### config.mk
export PLATFORM = sky130hd
export DESIGN_NAME = uart_irq_ident
export DESIGN_NICKNAME = d
export VERILOG_FILES = /design/src/rtl/uart_irq_pkg.sv /design/src/rtl/uart_irq_lsr.sv /design/src/rtl/uart_irq_mdelta.sv /design/src/rtl/uart_irq_fsm.sv /design/src/rtl/uart_irq_ident.sv
export SDC_FILE = /design/constraint.sdc
export NUM_CORES = 1
export LEC_CHECK = 0
export ABC_CLOCK_PERIOD_IN_PS = 1100
export BUFFER_PORTS_ARGS = -buffer_cell sky130_fd_sc_hd__buf_2
export CAP_MARGIN = 20
export CORE_AREA = 3 3 45 47
export CTS_CLUSTER_DIAMETER = 30
export DETAILED_ROUTE_END_ITERATION = 16
export DIE_AREA = 0 0 48 50
export PLACE_DENSITY = 0.7
export SKIP_LAST_GASP = 1
export SLEW_MARGIN = 25
export SYNTH_ARGS = -nofsm -noshare
export SYNTH_HDL_FRONTEND = slang
export SYNTH_SLANG_ARGS = --single-unit
### constraint.sdc
create_clock -name clk -period 1.1 [get_ports clk]
set_clock_uncertainty 0.15 [all_clocks]
set_input_delay 0.22 -clock clk [delete_from_list [all_inputs] [get_ports clk]]
set_output_delay 0.22 -clock clk [all_outputs]
set_load 0.01 [all_outputs]
### src/rtl/uart_irq_pkg.sv
package uart_irq_pkg;
    localparam int unsigned SRC_N    = 4;
    localparam int unsigned ERR_W    = 3;
    localparam int unsigned DELTA_W  = 4;
    localparam int unsigned CODE_W   = 8;

    // bit positions inside the enable / pending vectors
    localparam int unsigned BIT_DATA  = 0;
    localparam int unsigned BIT_TXE   = 1;
    localparam int unsigned BIT_LINE  = 2;
    localparam int unsigned BIT_MODEM = 3;

    localparam logic [CODE_W-1:0] CODE_NONE  = 8'h01;
    localparam logic [CODE_W-1:0] CODE_LINE  = 8'h06;
    localparam logic [CODE_W-1:0] CODE_DATA  = 8'h04;
    localparam logic [CODE_W-1:0] CODE_TXE   = 8'h02;
    localparam logic [CODE_W-1:0] CODE_MODEM = 8'h00;

    typedef enum logic [2:0] {
        SRC_NONE  = 3'd0,
        SRC_LINE  = 3'd1,
        SRC_DATA  = 3'd2,
        SRC_TXE   = 3'd3,
        SRC_MODEM = 3'd4
    } src_e;
endpackage

### src/rtl/uart_irq_lsr.sv
module uart_irq_lsr
    import uart_irq_pkg::*;
(
    input  logic             clk,
    input  logic             rst,
    input  logic             lsr_rd,
    input  logic             rbr_rd,
    input  logic             thr_wr,
    input  logic             txe_ack,
    input  logic             rx_byte_set,
    input  logic [ERR_W-1:0] rx_err_set,
    input  logic             tx_empty_set,
    output logic [7:0]       lsr_val,
    output logic             data_pend,
    output logic             line_pend,
    output logic             txe_pend
);
    logic             dr_q;
    logic [ERR_W-1:0] err_q;
    logic             thre_q;
    logic             txe_q;

    always_ff @(posedge clk) begin
        if (rst) begin
            dr_q   <= 1'b0;
            err_q  <= '0;
            thre_q <= 1'b1;
            txe_q  <= 1'b1;
        end else begin
            if (rx_byte_set)      dr_q <= 1'b1;
            else if (rbr_rd)      dr_q <= 1'b0;

            for (int i = 0; i < ERR_W; i++) begin
                if (rx_err_set[i]) err_q[i] <= 1'b1;
                else if (lsr_rd)   err_q[i] <= 1'b0;
            end

            if (tx_empty_set)     thre_q <= 1'b1;
            else if (thr_wr)      thre_q <= 1'b0;

            if (tx_empty_set)              txe_q <= 1'b1;
            else if (thr_wr || txe_ack)    txe_q <= 1'b0;
        end
    end

    always_comb begin
        lsr_val      = '0;
        lsr_val[0]   = dr_q;
        lsr_val[4:2] = err_q;
        lsr_val[5]   = thre_q;
        lsr_val[6]   = thre_q;
    end

    assign data_pend = dr_q;
    assign line_pend = |err_q;
    assign txe_pend  = txe_q;

    p_lsr_rd_clr_r6: assert property (@(posedge clk) disable iff (rst)
        (lsr_rd && rx_err_set == '0) |=> (lsr_val[4:2] == '0));
    p_rbr_rd_clr_r7: assert property (@(posedge clk) disable iff (rst)
        (rbr_rd && !rx_byte_set) |=> !data_pend);
    p_thr_wr_clr_r9: assert property (@(posedge clk) disable iff (rst)
        (thr_wr && !tx_empty_set) |=> (!txe_pend && !lsr_val[5]));
    p_set_wins_r11: assert property (@(posedge clk) disable iff (rst)
        rx_byte_set |=> data_pend);
endmodule

### src/rtl/uart_irq_mdelta.sv
module uart_irq_mdelta
    import uart_irq_pkg::*;
(
    input  logic               clk,
    input  logic               rst,
    input  logic               msr_rd,
    input  logic [DELTA_W-1:0] delta_set,
    output logic [DELTA_W-1:0] delta_q,
    output logic               modem_pend
);
    for (genvar g = 0; g < DELTA_W; g++) begin : g_delta
        always_ff @(posedge clk) begin
            if (rst)               delta_q[g] <= 1'b0;
            else if (delta_set[g]) delta_q[g] <= 1'b1;
            else if (msr_rd)       delta_q[g] <= 1'b0;
        end
    end

    assign modem_pend = |delta_q;

    p_msr_rd_clr_r8: assert property (@(posedge clk) disable iff (rst)
        (msr_rd && delta_set == '0) |=> (delta_q == '0));
endmodule

### src/rtl/uart_irq_fsm.sv
module uart_irq_fsm
    import uart_irq_pkg::*;
(
    input  logic              clk,
    input  logic              rst,
    input  logic [SRC_N-1:0]  pend,
    input  logic [SRC_N-1:0]  ier,
    output src_e              state,
    output logic              irq,
    output logic [CODE_W-1:0] code
);
    logic [SRC_N-1:0] live;
    src_e             state_nx;

    assign live = pend & ier;

    always_comb begin
        if (live[BIT_LINE])       state_nx = SRC_LINE;
        else if (live[BIT_DATA])  state_nx = SRC_DATA;
        else if (live[BIT_TXE])   state_nx = SRC_TXE;
        else if (live[BIT_MODEM]) state_nx = SRC_MODEM;
        else                      state_nx = SRC_NONE;
    end

    always_ff @(posedge clk) begin
        if (rst) state <= SRC_NONE;
        else     state <= state_nx;
    end

    always_comb begin
        irq  = 1'b0;
        code = CODE_NONE;
        unique case (state)
            SRC_NONE:  begin irq = 1'b0; code = CODE_NONE;  end
            SRC_LINE:  begin irq = 1'b1; code = CODE_LINE;  end
            SRC_DATA:  begin irq = 1'b1; code = CODE_DATA;  end
            SRC_TXE:   begin irq = 1'b1; code = CODE_TXE;   end
            SRC_MODEM: begin irq = 1'b1; code = CODE_MODEM; end
            default:   begin irq = 1'b0; code = CODE_NONE;  end
        endcase
    end

    p_line_first_r4: assert property (@(posedge clk) disable iff (rst)
        live[BIT_LINE] |=> (code == CODE_LINE));
    p_idle_low_r3: assert property (@(posedge clk) disable iff (rst)
        (live == '0) |=> (!irq && code == CODE_NONE));
    p_any_high_r5: assert property (@(posedge clk) disable iff (rst)
        (live != '0) |=> irq);
    p_upper_zero_r12: assert property (@(posedge clk) disable iff (rst)
        code[7:4] == 4'h0);
endmodule

### src/rtl/uart_irq_ident.sv
module uart_irq_ident
    import uart_irq_pkg::*;
(
    input  logic         clk,
    input  logic         rst,
    input  logic [3:0]   ier,
    input  logic         host_rd,
    input  logic         host_wr,
    input  logic         sel_lsr,
    input  logic         sel_rbr,
    input  logic         sel_thr,
    input  logic         sel_msr,
    input  logic         sel_iir,
    input  logic         rx_byte_set,
    input  logic [2:0]   rx_err_set,
    input  logic         tx_empty_set,
    input  logic [3:0]   modem_delta_set,
    output logic         irq,
    output logic [7:0]   iir_val,
    output logic [7:0]   lsr_val,
    output logic [3:0]   modem_delta
);
    src_e             state;
    logic [SRC_N-1:0] pend;
    logic             data_pend, line_pend, txe_pend, modem_pend;
    logic             txe_ack;

    // identification read while transmit-empty is the reported code
    assign txe_ack = host_rd && sel_iir && (state == SRC_TXE);

    uart_irq_lsr u_lsr (
        .clk          (clk),
        .rst          (rst),
        .lsr_rd       (host_rd && sel_lsr),
        .rbr_rd       (host_rd && sel_rbr),
        .thr_wr       (host_wr && sel_thr),
        .txe_ack      (txe_ack),
        .rx_byte_set  (rx_byte_set),
        .rx_err_set   (rx_err_set),
        .tx_empty_set (tx_empty_set),
        .lsr_val      (lsr_val),
        .data_pend    (data_pend),
        .line_pend    (line_pend),
        .txe_pend     (txe_pend)
    );

    uart_irq_mdelta u_mdelta (
        .clk        (clk),
        .rst        (rst),
        .msr_rd     (host_rd && sel_msr),
        .delta_set  (modem_delta_set),
        .delta_q    (modem_delta),
        .modem_pend (modem_pend)
    );

    always_comb begin
        pend            = '0;
        pend[BIT_DATA]  = data_pend;
        pend[BIT_TXE]   = txe_pend;
        pend[BIT_LINE]  = line_pend;
        pend[BIT_MODEM] = modem_pend;
    end

    uart_irq_fsm u_fsm (
        .clk   (clk),
        .rst   (rst),
        .pend  (pend),
        .ier   (ier),
        .state (state),
        .irq   (irq),
        .code  (iir_val)
    );

    p_iir_ack_r10: assert property (@(posedge clk) disable iff (rst)
        (txe_ack && !tx_empty_set) |=> !txe_pend);
    p_irq_code_r3: assert property (@(posedge clk) disable iff (rst)
        irq == (iir_val != CODE_NONE));
endmodule

* Word-level counts from Yosys, hierarchy flattened
Index checks and enable logic that the tools add are counted.
** Storage, ports and cells
- Register bits after elaboration :: 13
- Input port bits :: 22
- Output and inout port bits :: 21
- Logic and storage cells :: 56
** Operators by class
- Equality and inequality tests :: 4
- Mux-type cells :: 17
- Bitwise operators :: 1
- Reductions and logical operators :: 21
** Operator list (count)
- 2-bit nonzero test :: 8
- 1-bit 2-to-1 mux :: 13
- 3-bit case mux with 4 select lines :: 1
- 4-bit OR reduction :: 3
- 3-bit by 2-bit equality test with 1-bit output, second input constant :: 2
- 1-bit logical AND :: 6
- 4-bit bitwise AND :: 1
- 2-bit 2-to-1 mux :: 2
- 2-bit OR reduction :: 2
- 3-bit by 1-bit equality test with 1-bit output, second input constant :: 1
- 3-bit equality test, second input constant :: 1
- 3-bit 2-to-1 mux :: 1
- 3-bit OR reduction :: 1
- 1-bit logical OR :: 1

* Logic depth before layout (Yosys ltp)
Gate-level depths: netlist of the first run.
- Depth in word-level cells :: 6
- Depth in mapped cells :: 3
- Depth with buffers taken out :: 3

* Cells and area by module
A second synthesis of the first run with hierarchy kept.
** Second synthesis, totals
- Cells, all modules :: 76
- Area, all modules :: 636.9 um^2
** Modules (own cells, without submodules)
- uart_irq_lsr :: instances 1, cells an instance 30, area an instance 251.5 um^2, seq. area each 120.1 um^2
- uart_irq_fsm :: instances 1, cells an instance 23, area an instance 195.2 um^2, seq. area each 60.1 um^2
- uart_irq_mdelta :: instances 1, cells an instance 17, area an instance 148.9 um^2, seq. area each 80.1 um^2
- uart_irq_ident :: instances 1, cells an instance 6, area an instance 41.3 um^2, seq. area each 0.0 um^2

* Worst setup path before layout of the first run
Ideal clock, no wire load.
- Path kind :: reg2reg
- From :: register u_fsm.state[0]
- To :: register u_lsr.txe_q (netlist: u_lsr.txe_pend)
- Setup time :: 0.122 ns
- Arrival time :: 0.944 ns
- Required time :: 0.828 ns
- Path slack :: -0.116 ns
- Cell stages (with the launch flop) :: 4
- Buffers on the path :: 0
- Period minus slack after synthesis :: 1.216 ns
- Cells stage by stage :: dfxtp_1 > nor2b_4 > nand4_1 > a311o_1
** Between the ends
- Word-level cells in the longest chain between the ends :: 3
** RTL lines
- from (decl) :: RTL line uart_irq_fsm.sv:8 : output src_e state,
- from (signal assigned) :: RTL line uart_irq_fsm.sv:27 : else state <= state_nx;
- 3-bit by 2-bit equality test with 1-bit output :: RTL line uart_irq_ident.sv:29 : assign txe_ack = host_rd && sel_iir && (state == SRC_TXE);
- 1-bit logical AND :: RTL line uart_irq_ident.sv:29
- 1-bit logical OR :: RTL line uart_irq_lsr.sv:42 : else if (thr_wr || txe_ack) txe_q <= 1'b0;
- to (signal assigned) :: RTL line uart_irq_lsr.sv:28 : txe_q <= 1'b1;
- to (signal assigned) :: RTL line uart_irq_lsr.sv:41 : if (tx_empty_set) txe_q <= 1'b1;
- to (signal assigned) :: RTL line uart_irq_lsr.sv:42
- to (decl) :: RTL line uart_irq_lsr.sv:21 : logic txe_q;
Every way passes these cells.
A chain may end at the register's enable or synchronous reset.

* Final worst setup path of the first run
- From :: register u_fsm.state[1]
- To :: output iir_val[2]
** Between the ends
- Word-level cells in the longest chain between the ends :: 2
- Elaborated cells between the ends (all ways) :: 5
- Those cells by class :: eq/ne: 4; mux: 1
** RTL lines
- 3-bit equality test, or another cell as far along :: RTL line uart_irq_fsm.sv:33 : unique case (state)
- 3-bit case mux with 4 select lines * :: RTL line uart_irq_fsm.sv:33
- to (decl) :: RTL line uart_irq_ident.sv:19 : output logic [7:0] iir_val,
Mark *: on every way between the ends. The rest lies on a longest branch, timed or not.

==> summary.txt, run 1 <==
Crit-path slowest cell: dfxtp_2
Final net count: 132
Mapped Area: 549 um2
Most numerous cell in the Yosys netlist: dfxtp_1
Gp weighted congestion: 0.742
Total Power: 1.12 mW
Violated checks: negative setup slack
Via Count: 583
Ys flop type: dfxtp_1
Length of the first detailed-routing pass in iterations: 6
Post-route ant nets: 0
Num rows: 15
Vias/cell: 4.63
Top post-synthesis cells by count: 13 x dfxtp_1, 11 x nor2_1, 10 x buf_4, 9 x a21oi_1, 6 x nand2_1
DRC violations left: 0
CP Buf/Inv Count: 2
Pleak: 0.468 nW
Final period utilization: 130%
Worst hold path startpoint: modem_delta_set[1]
CTS sink count: 13
Starting Density: 32.5%
Global-route wire length before repair: 2060 um
TritonCTS buffer count: 3
Die area: 0.00240 mm2
Cell accounting for the most synthesized area: dfxtp_1
Final setup viols: 11
Final WS setup: -0.334 ns
Arrival time worst endpoint: 1.06 ns
Crit path kind: flip-flop to output pin
Final Cell Area: 936 um2
# IOs: 43
VDD IR max: 613 uV
Initial antenna violation count: 0
Hold Path Sink: u_mdelta.delta_q[1]
Post-synth top area share: 47.4%
Filler cells: 157
Max Fclk: 698 MHz
Worst setup EP type: output pin
Hpwl dp: 1080 um
Core Util, Final: 55.4%
Startpoint Class: flip-flop
Cell Chain, Critical Path: buf_4 > xnor2_2 > nor2_1 > buf_2
Area Growth Syn to Fin: 70.4%
Final hold vios: 0
HP Class: primary input to flip-flop
Syn. warnings: 0
Maximum clock path buffer count: 2
EDFF count, synth: 0
CP peak stage delay: 0.33 ns
Worst Reg-to-Reg Cells: 4
IO buf count: 35
Pre-CTS WS: -0.0647 ns
Flops & latches, synth: 13
DR iter-0 viols: 4
Vias in the first global route: 566
CTS H-tree depth: 1
Total track usage: 11.7%
Post-synthesis cell count: 64
Clock slew at reported path FFs: 0.07 ns
Run status: finished with violations
CTS tree: yes
Hold depth: 3
Core area: 0.00169 mm2
Cell Area, Placed: 736 um2
CP top delay family: flip-flops
Max FO, Critical Path: 2
Largest net degree at the start of global routing: 10
Register area share after synthesis: 47.4%
Most area-consuming cells after synthesis: dfxtp_1 47%, buf_4 14%, a21oi_1 8.2%, nor2_1 7.5%, nand2_1 4.1%
Avg Cell Area, Syn: 8.58 um2
Slew Limit Fails: 0
RSZ-0062 raised after global routing: true
Fin Setup TNS: -1.45 ns
Pwr Density: 1200 mW/mm2
Worst EP required: 0.73 ns
CTS root buf: clkbuf_4
Clk Latency, worst-skew pair: 0.28 ns
Share of flip-flops with an asynchronous set or reset: 0%
Distinct cell type count of the synthesized netlist: 19
Diode count: 0
Max-cap violations: 0
RR Endpoint: u_lsr.txe_pend
WL final: 1420 um
Worst R2R Start: u_fsm.state[0]
Routed wire length per instance: 11.3 um
Die W: 48 um
R2R Setup Slk: -0.10 ns
Grt ovf: 0
Chip height: 50 um
Fin crit period: 1.43 ns
Share of layout cells above drive strength 1: 58.7%
flip-flops by register name, summed over array words and instances, names as in the netlist:
| signal | count |
|---|---|
| u_lsr.thre_q | 1 |
| u_lsr.err_q | 3 |
| u_lsr.txe_pend | 1 |
| u_fsm.state | 3 |
| u_mdelta.delta_q | 4 |
| u_lsr.data_pend | 1 |
worst reg2reg max path, stage by stage (launching register included):
cell and delay (ns):
dfxtp_2 0.36, nor2b_4 0.16, buf_4 0.11, nand4_1 0.06
a311o_1 0.26
layout make-up:
type	instances	area (um2)	area share, %
Timing Repair Buffer	46	349	37.3
Clock buffer	4	26.3	2.81
Inverter	1	3.75	0.401
Sequential cell	13	275	29.4
Tap cell	17	21.3	2.27
Multi-Input combinational cell	45	260	27.8
repair_timing:
action                                 in CTS  in global routing
pin swaps                                   2                  1
buffers inserted                            3                  1
hold buffers                                2                  0
resized for setup                          26                  5
setup endpoints to repair                  16                 18
endpoints found under the hold margin       2                  0
placed cells by master, fill, tap and decap left out:
cell type,n
buf_2,24
buf_6,15
dfxtp_2,12
nor2_1,10
a21oi_1,9
conb_1,7
nand2_1,6
buf_4,5
clkbuf_4,3
xnor2_2,2
nor2_2,1
inv_1,1
nor2b_4,1
o31ai_4,1
nand3_1,1
nand2b_1,1
nor4_1,1
a22oi_1,1
nor3_1,1
a211o_1,1
nand4_1,1
a311o_1,1
clkbuf_1,1
dlymetal6s4s_1,1
dlygate4sd3_1,1
dfxtp_1,1
metal layers:
metal	vias to the layer above	track usage (%)	wire length, um
li1	286	-	-
met3	0	3.28	106
met1	270	11.5	526
met2	27	22.5	785
met5	-	0	0
met4	0	2.69	0
how the worst max path moves through the flow:
stage	startpoint	to	slack, ns	cells after the start
floorplan	u_fsm.state[1]	iir_val[0]	-0.008	3
global placement	u_lsr.err_q[2]	u_fsm.state[2]	-0.04	3
detailed placement	u_fsm.state[1]	iir_val[0]	-0.06	4
CTS	u_fsm.state[1]	iir_val[2]	-0.32	4
global route	u_fsm.state[1]	iir_val[0]	-0.38	4
finish	u_fsm.state[1]	iir_val[2]	-0.33	4
kinds of logic after synthesis:
| group | synth area share (%) |
|---|---|
| XOR/XNOR | 3.19 |
| other | 0.683 |
| flip-flops | 47.4 |
| buffers and inverters | 15.0 |
| AO/OA/AOI/OAI | 14.4 |
| AND/OR/NAND/NOR | 19.4 |
report_power, final:
part           switching [mW]  internal (mW)  total, mW
logic                   0.121          0.169      0.290
clock network           0.155          0.141      0.295
registers              0.0299          0.508      0.538
metrics by stage:
stage	cells	hold WS, ns
floorplan	70	0.164
global placement	116	0.272
detailed placement	116	0.281
CTS	125	-0.00146
global route	126	0.00491
finish	126	0.00255
(Power assumes the default switching activity.)
==> inputs of run 2 (changes only) <==
==> constraint.sdc (replaced) <==
create_clock -name clk -period 1.1 [get_ports clk]
set_clock_uncertainty 0.15 [all_clocks]
set_input_delay 0.11 -clock clk [delete_from_list [all_inputs] [get_ports clk]]
set_output_delay 0.11 -clock clk [all_outputs]
set_load 0.01 [all_outputs]
==> run 2 against run 1 <==
Net effect:
- the flow still finishes with violations (negative setup slack)
- worst hold slack gained 0.028 ns
- power shrank 1.2%
- routed wire length grew 14%
- critical path type unchanged
- critical endpoint is now iir_val[0]
- largest power group unchanged
==> summary.txt, run 2 (synthesis results as in run 1) <==
Run status: finished with violations
Violated checks: negative setup slack
Length of the first detailed-routing pass in iterations: 2
Core Util, Final: 59.6%
Gp weighted congestion: 0.647
DR iter-0 viols: 7
Non-filler cells, final: 137
Slew Limit Fails: 0
VDD IR max: 732 uV
Total track usage: 16.2%
Vias/cell: 4.53
Core area: 0.00169 mm2
Final net count: 143
Hpwl dp: 1020 um
Fin Setup TNS: -0.656 ns
Arrival time worst endpoint: 1.05 ns
TritonCTS buffer count: 3
DRC violations left: 0
Die W: 48 um
CTS sink count: 13
Starting Density: 32.5%
Startpoint Class: flip-flop
Worst EP required: 0.84 ns
Filler cells: 155
Grt ovf: 0
Routed wire length per instance: 11.8 um
Cells after DPL: 114
Vias in the first global route: 637
Final period utilization: 119%
WHS: 0.0301 ns
Pleak: 0.477 nW
Die area: 0.00240 mm2
CTS H-tree depth: 1
Via Count: 621
Area Growth Syn to Fin: 83.4%
RSZ-0062 raised after global routing: true
IO buf count: 35
Final WS setup: -0.207 ns
Final setup viols: 7
WL final: 1620 um
Global-route wire length before repair: 2730 um
Share of layout cells above drive strength 1: 44.2%
Clock slew at reported path FFs: 0.08 ns
Final Cell Area: 0.00101 mm2
Largest net degree at the start of global routing: 8
Max-cap violations: 0
Num rows: 15
Max FO, Critical Path: 3
Pwr Density: 1100 mW/mm2
Cell Area, Placed: 713 um2
Fin crit period: 1.31 ns
Chip height: 50 um
Most frequent cells in the layout: 32 x buf_2, 20 x dlygate4sd3_1, 10 x nor2_1
Maximum clock path buffer count: 2
CTS tree: yes
Commonest non-fill, non-tap cell in the layout: buf_2
Biggest register: u_mdelta.delta_q
Max Fclk: 765 MHz
Clk Latency, worst-skew pair: 0.27 ns
Worst setup EP type: output pin
Final hold vios: 0
HP Class: primary input to flip-flop
Max FFs per register: 4
Top Registers: u_mdelta.delta_q (4), u_fsm.state (3), u_lsr.err_q (3)
# IOs: 43
Crit path kind: flip-flop to output pin
CTS root buf: clkbuf_4
Diode count: 0
Initial antenna violation count: 0
Post-route ant nets: 0
-- run 2: cell types whose count changed in the layout (fill, tap and decap cells not counted), moves of 3 or more --
cell,change
buf_2,+8
buf_4,-3
buf_6,-12
dfxtp_1,+5
dfxtp_2,-9
dfxtp_4,+4
dlygate4sd3_1,+19
-- run 2: layout make-up --
class / instances / area (um2) / share of cell area [%]
Clock buffer: 4 / 26.3 / 2.61
Inverter: 1 / 3.75 / 0.373
Multi-Input combinational cell: 45 / 268 / 26.6
Sequential cell: 13 / 279 / 27.7
Tap cell: 17 / 21.3 / 2.11
Timing Repair Buffer: 57 / 409 / 40.6
-- run 2: critical path, stage by stage, from the launching register on --
cell and delay, ns:
dfxtp_4 0.36, nor2_4 0.11, xnor2_2 0.12, inv_1 0.05, buf_2 0.13
-- run 2: through the flow --
stage | total power [mW] | worst slack [ns]
after floorplan | 0.660 | 0.00155
after global placement | 0.736 | 0.0234
after detailed placement | 0.740 | -0.0487
after CTS | 1.10 | -0.211
after global routing | 1.17 | -0.265
final | 1.11 | -0.207
-- run 2: power by group --
group | total, mW | internal [mW] | leakage, nW | switching [mW]
Sequential | 0.534 | 0.501 | 0.111 | 0.0329
Clock | 0.293 | 0.140 | 0.0150 | 0.152
Combinational | 0.283 | 0.163 | 0.351 | 0.120
Total | 1.11 | 0.804 | 0.477 | 0.305
-- run 2: path summary, 6_finish.rpt --
path	start	end	slack [ns]	depth (start not counted)
max reg2reg	u_fsm.state[0]	u_lsr.txe_pend	-0.03	3
min reg2reg	u_lsr.thre_q	u_lsr.thre_q	0.34	1
max	u_fsm.state[1]	iir_val[0]	-0.21	4
min	ier[2]	u_fsm.state[0]	0.03	4
-- run 2: what timing repair did --
action                                 in CTS  in global routing
endpoints found under the hold margin      13                  0
gates resized for setup                     8                 12
hold buffers                               20                  0
buffers inserted                            0                  1
pin swaps                                   5                  5
setup endpoints to repair                   8                 10
-- run 2: per-layer routing --
layer  vias up  GRT usage [%]  share of wire (%)  routed length (um)
li1        310              -                  -                   -
met4         0           9.42                1.7                  27
met1       291           16.8                 38                 617
met2        18           28.4                 56                 913
met5         -              0                  0                   0
met3         2           2.55                3.9                  64
==> inputs of run 3 (changes only) <==
- CORE_AREA: 3 3 45 47 -> 3 3 44 46
- CTS_BUF_LIST: not set -> sky130_fd_sc_hd__clkbuf_2 sky130_fd_sc_hd__clkbuf_4 sky130_fd_sc_hd__clkbuf_8
- DIE_AREA: 0 0 48 50 -> 0 0 47 49
- PLACE_DENSITY: 0.7 -> 0.73
==> run 3 against run 2 <==
Net effect:
- the run ends with negative hold slack, negative setup slack left
- first-iteration DRC count rose by 43%
- worst hold slack worse by 0.047 ns
- routed wire length fell by 6.6%
- clock power is 5% higher
- core utilization rose by 3.0 points
- setup slack gained 0.017 ns
- via count decreased by 3.1%
- power grew 1.3%
- cell area down 4.2%
- critical path type unchanged
==> summary.txt, run 3 (synthesis results as in run 1) <==
Global-route wire length before repair: 2210 um
Post-route ant nets: 0
Final WS setup: -0.190 ns
Startpoint Class: flip-flop
Top Registers: u_mdelta.delta_q (4), u_fsm.state (3), u_lsr.err_q (3)
Worst EP required: 0.84 ns
Final period utilization: 117%
Clk Latency, worst-skew pair: 0.27 ns
Die W: 47 um
Biggest register: u_mdelta.delta_q
CTS sink count: 13
Run status: finished with violations
Area Growth Syn to Fin: 75.6%
Vias in the first global route: 561
Worst setup EP type: output pin
CTS root buf: clkbuf_4
Maximum clock path buffer count: 2
Chip height: 49 um
CP peak stage delay: 0.34 ns
VDD IR max: 627 uV
# IOs: 43
Worst R2R Start: u_fsm.state[0]
CP Buf/Inv Count: 2
Diode count: 0
WHS: -0.0168 ns
Grt ovf: 0
Max Fclk: 775 MHz
Max FFs per register: 4
Crit-path slowest cell: dfxtp_2
Gp weighted congestion: 0.669
Total Power: 1.12 mW
Violated checks: negative hold slack, negative setup slack
Initial antenna violation count: 0
Total track usage: 12.7%
Clock slew at reported path FFs: 0.08 ns
Largest net degree at the start of global routing: 13
Final hold vios: 4
TritonCTS buffer count: 3
Starting Density: 35.6%
Pwr Density: 1170 mW/mm2
Crit path kind: flip-flop to output pin
Core area: 0.00154 mm2
DRC violations left: 0
Via Count: 602
CP top delay family: flip-flops
CTS H-tree depth: 1
Worst hold path startpoint: ier[1]
HP Class: primary input to flip-flop
CTS tree: yes
Die area: 0.00230 mm2
Final setup viols: 5
RSZ-0062 raised after global routing: true
Length of the first detailed-routing pass in iterations: 4
IO buf count: 35
Share of layout cells above drive strength 1: 46.2%
Core Util, Final: 62.6%
Vias/cell: 4.53
Routed wire length per instance: 11.4 um
Commonest non-fill, non-tap cell in the layout: buf_2
Num rows: 14
Cell Chain, Critical Path: nor2_2 > xnor2_1 > inv_1 > buf_2
Pleak: 0.467 nW
Final net count: 140
DR iter-0 viols: 10
CP Launch Point: u_fsm.state[1]
Max FO, Critical Path: 3
Max-cap violations: 0
Most frequent cells in the layout: 31 x buf_2, 14 x dlygate4sd3_1, 10 x nor2_1
Fin crit period: 1.29 ns
Arrival time worst endpoint: 1.03 ns
Slew Limit Fails: 0
WL final: 1520 um
-- run 3: worst register-to-register path: stages, from the launching register on --
cell and delay [ns]:
dfxtp_2 0.36, nor2b_4 0.15, nand4_1 0.08, a311o_1 0.26
-- run 3: metal layers --
| layer | vias up | GRT usage (%) | wire [um] |
|---|---|---|---|
| li1 | 307 | - | - |
| met5 | - | 0 | 0 |
| met2 | 29 | 23.8 | 787 |
| met4 | 0 | 4.15 | 0 |
| met3 | 0 | 2.21 | 152 |
| met1 | 266 | 13.1 | 575 |
-- run 3: power breakdown --
group	internal (mW)	switching (mW)	total [mW]
Sequential	0.504	0.0302	0.535
Combinational	0.160	0.120	0.280
Clock	0.165	0.144	0.309
Total	0.829	0.295	1.12
-- run 3: area by class of cell --
class | instances | area, um2
fill | 120 | 577
tap | 16 | 20.0
sequential | 13 | 267
timing repair buffer | 54 | 389
multi-input combinational | 45 | 255
inverter | 1 | 3.75
clock buffer | 4 | 30.0
-- run 3: what timing repair did --
| item | in CTS | in global routing |
|---|---|---|
| pin swaps | 5 | 5 |
| setup endpoints to repair | 9 | 9 |
| buffers inserted | 0 | 2 |
| hold buffers | 13 | 2 |
| gates resized for setup | 12 | 4 |
| hold endpoints to repair | 13 | 2 |
-- run 3: path summary, 6_finish.rpt --
check | end | slack (ns) | depth (start not counted)
worst max-delay path | iir_val[0] | -0.19 | 4
worst min-delay path | u_fsm.state[0] | -0.02 | 3
worst max register to register | u_lsr.txe_pend | -0.02 | 3
worst min register to register | u_lsr.thre_q | 0.33 | 1
-- run 3: metrics by stage --
stage / worst slack, ns / area (um2) / cells / TNS, ns / hold slack [ns]
after floorplan: 0.00155 / 573 / 70 / 0 / 0.0544
after global placement: 0.00906 / 712 / 113 / 0 / 0.165
after detailed placement: -0.0450 / 712 / 113 / -0.0450 / 0.164
after CTS: -0.192 / 917 / 130 / -0.665 / 0.00149
after global routing: -0.235 / 965 / 133 / -0.943 / 0.000239
final: -0.190 / 965 / 133 / -0.528 / -0.0168
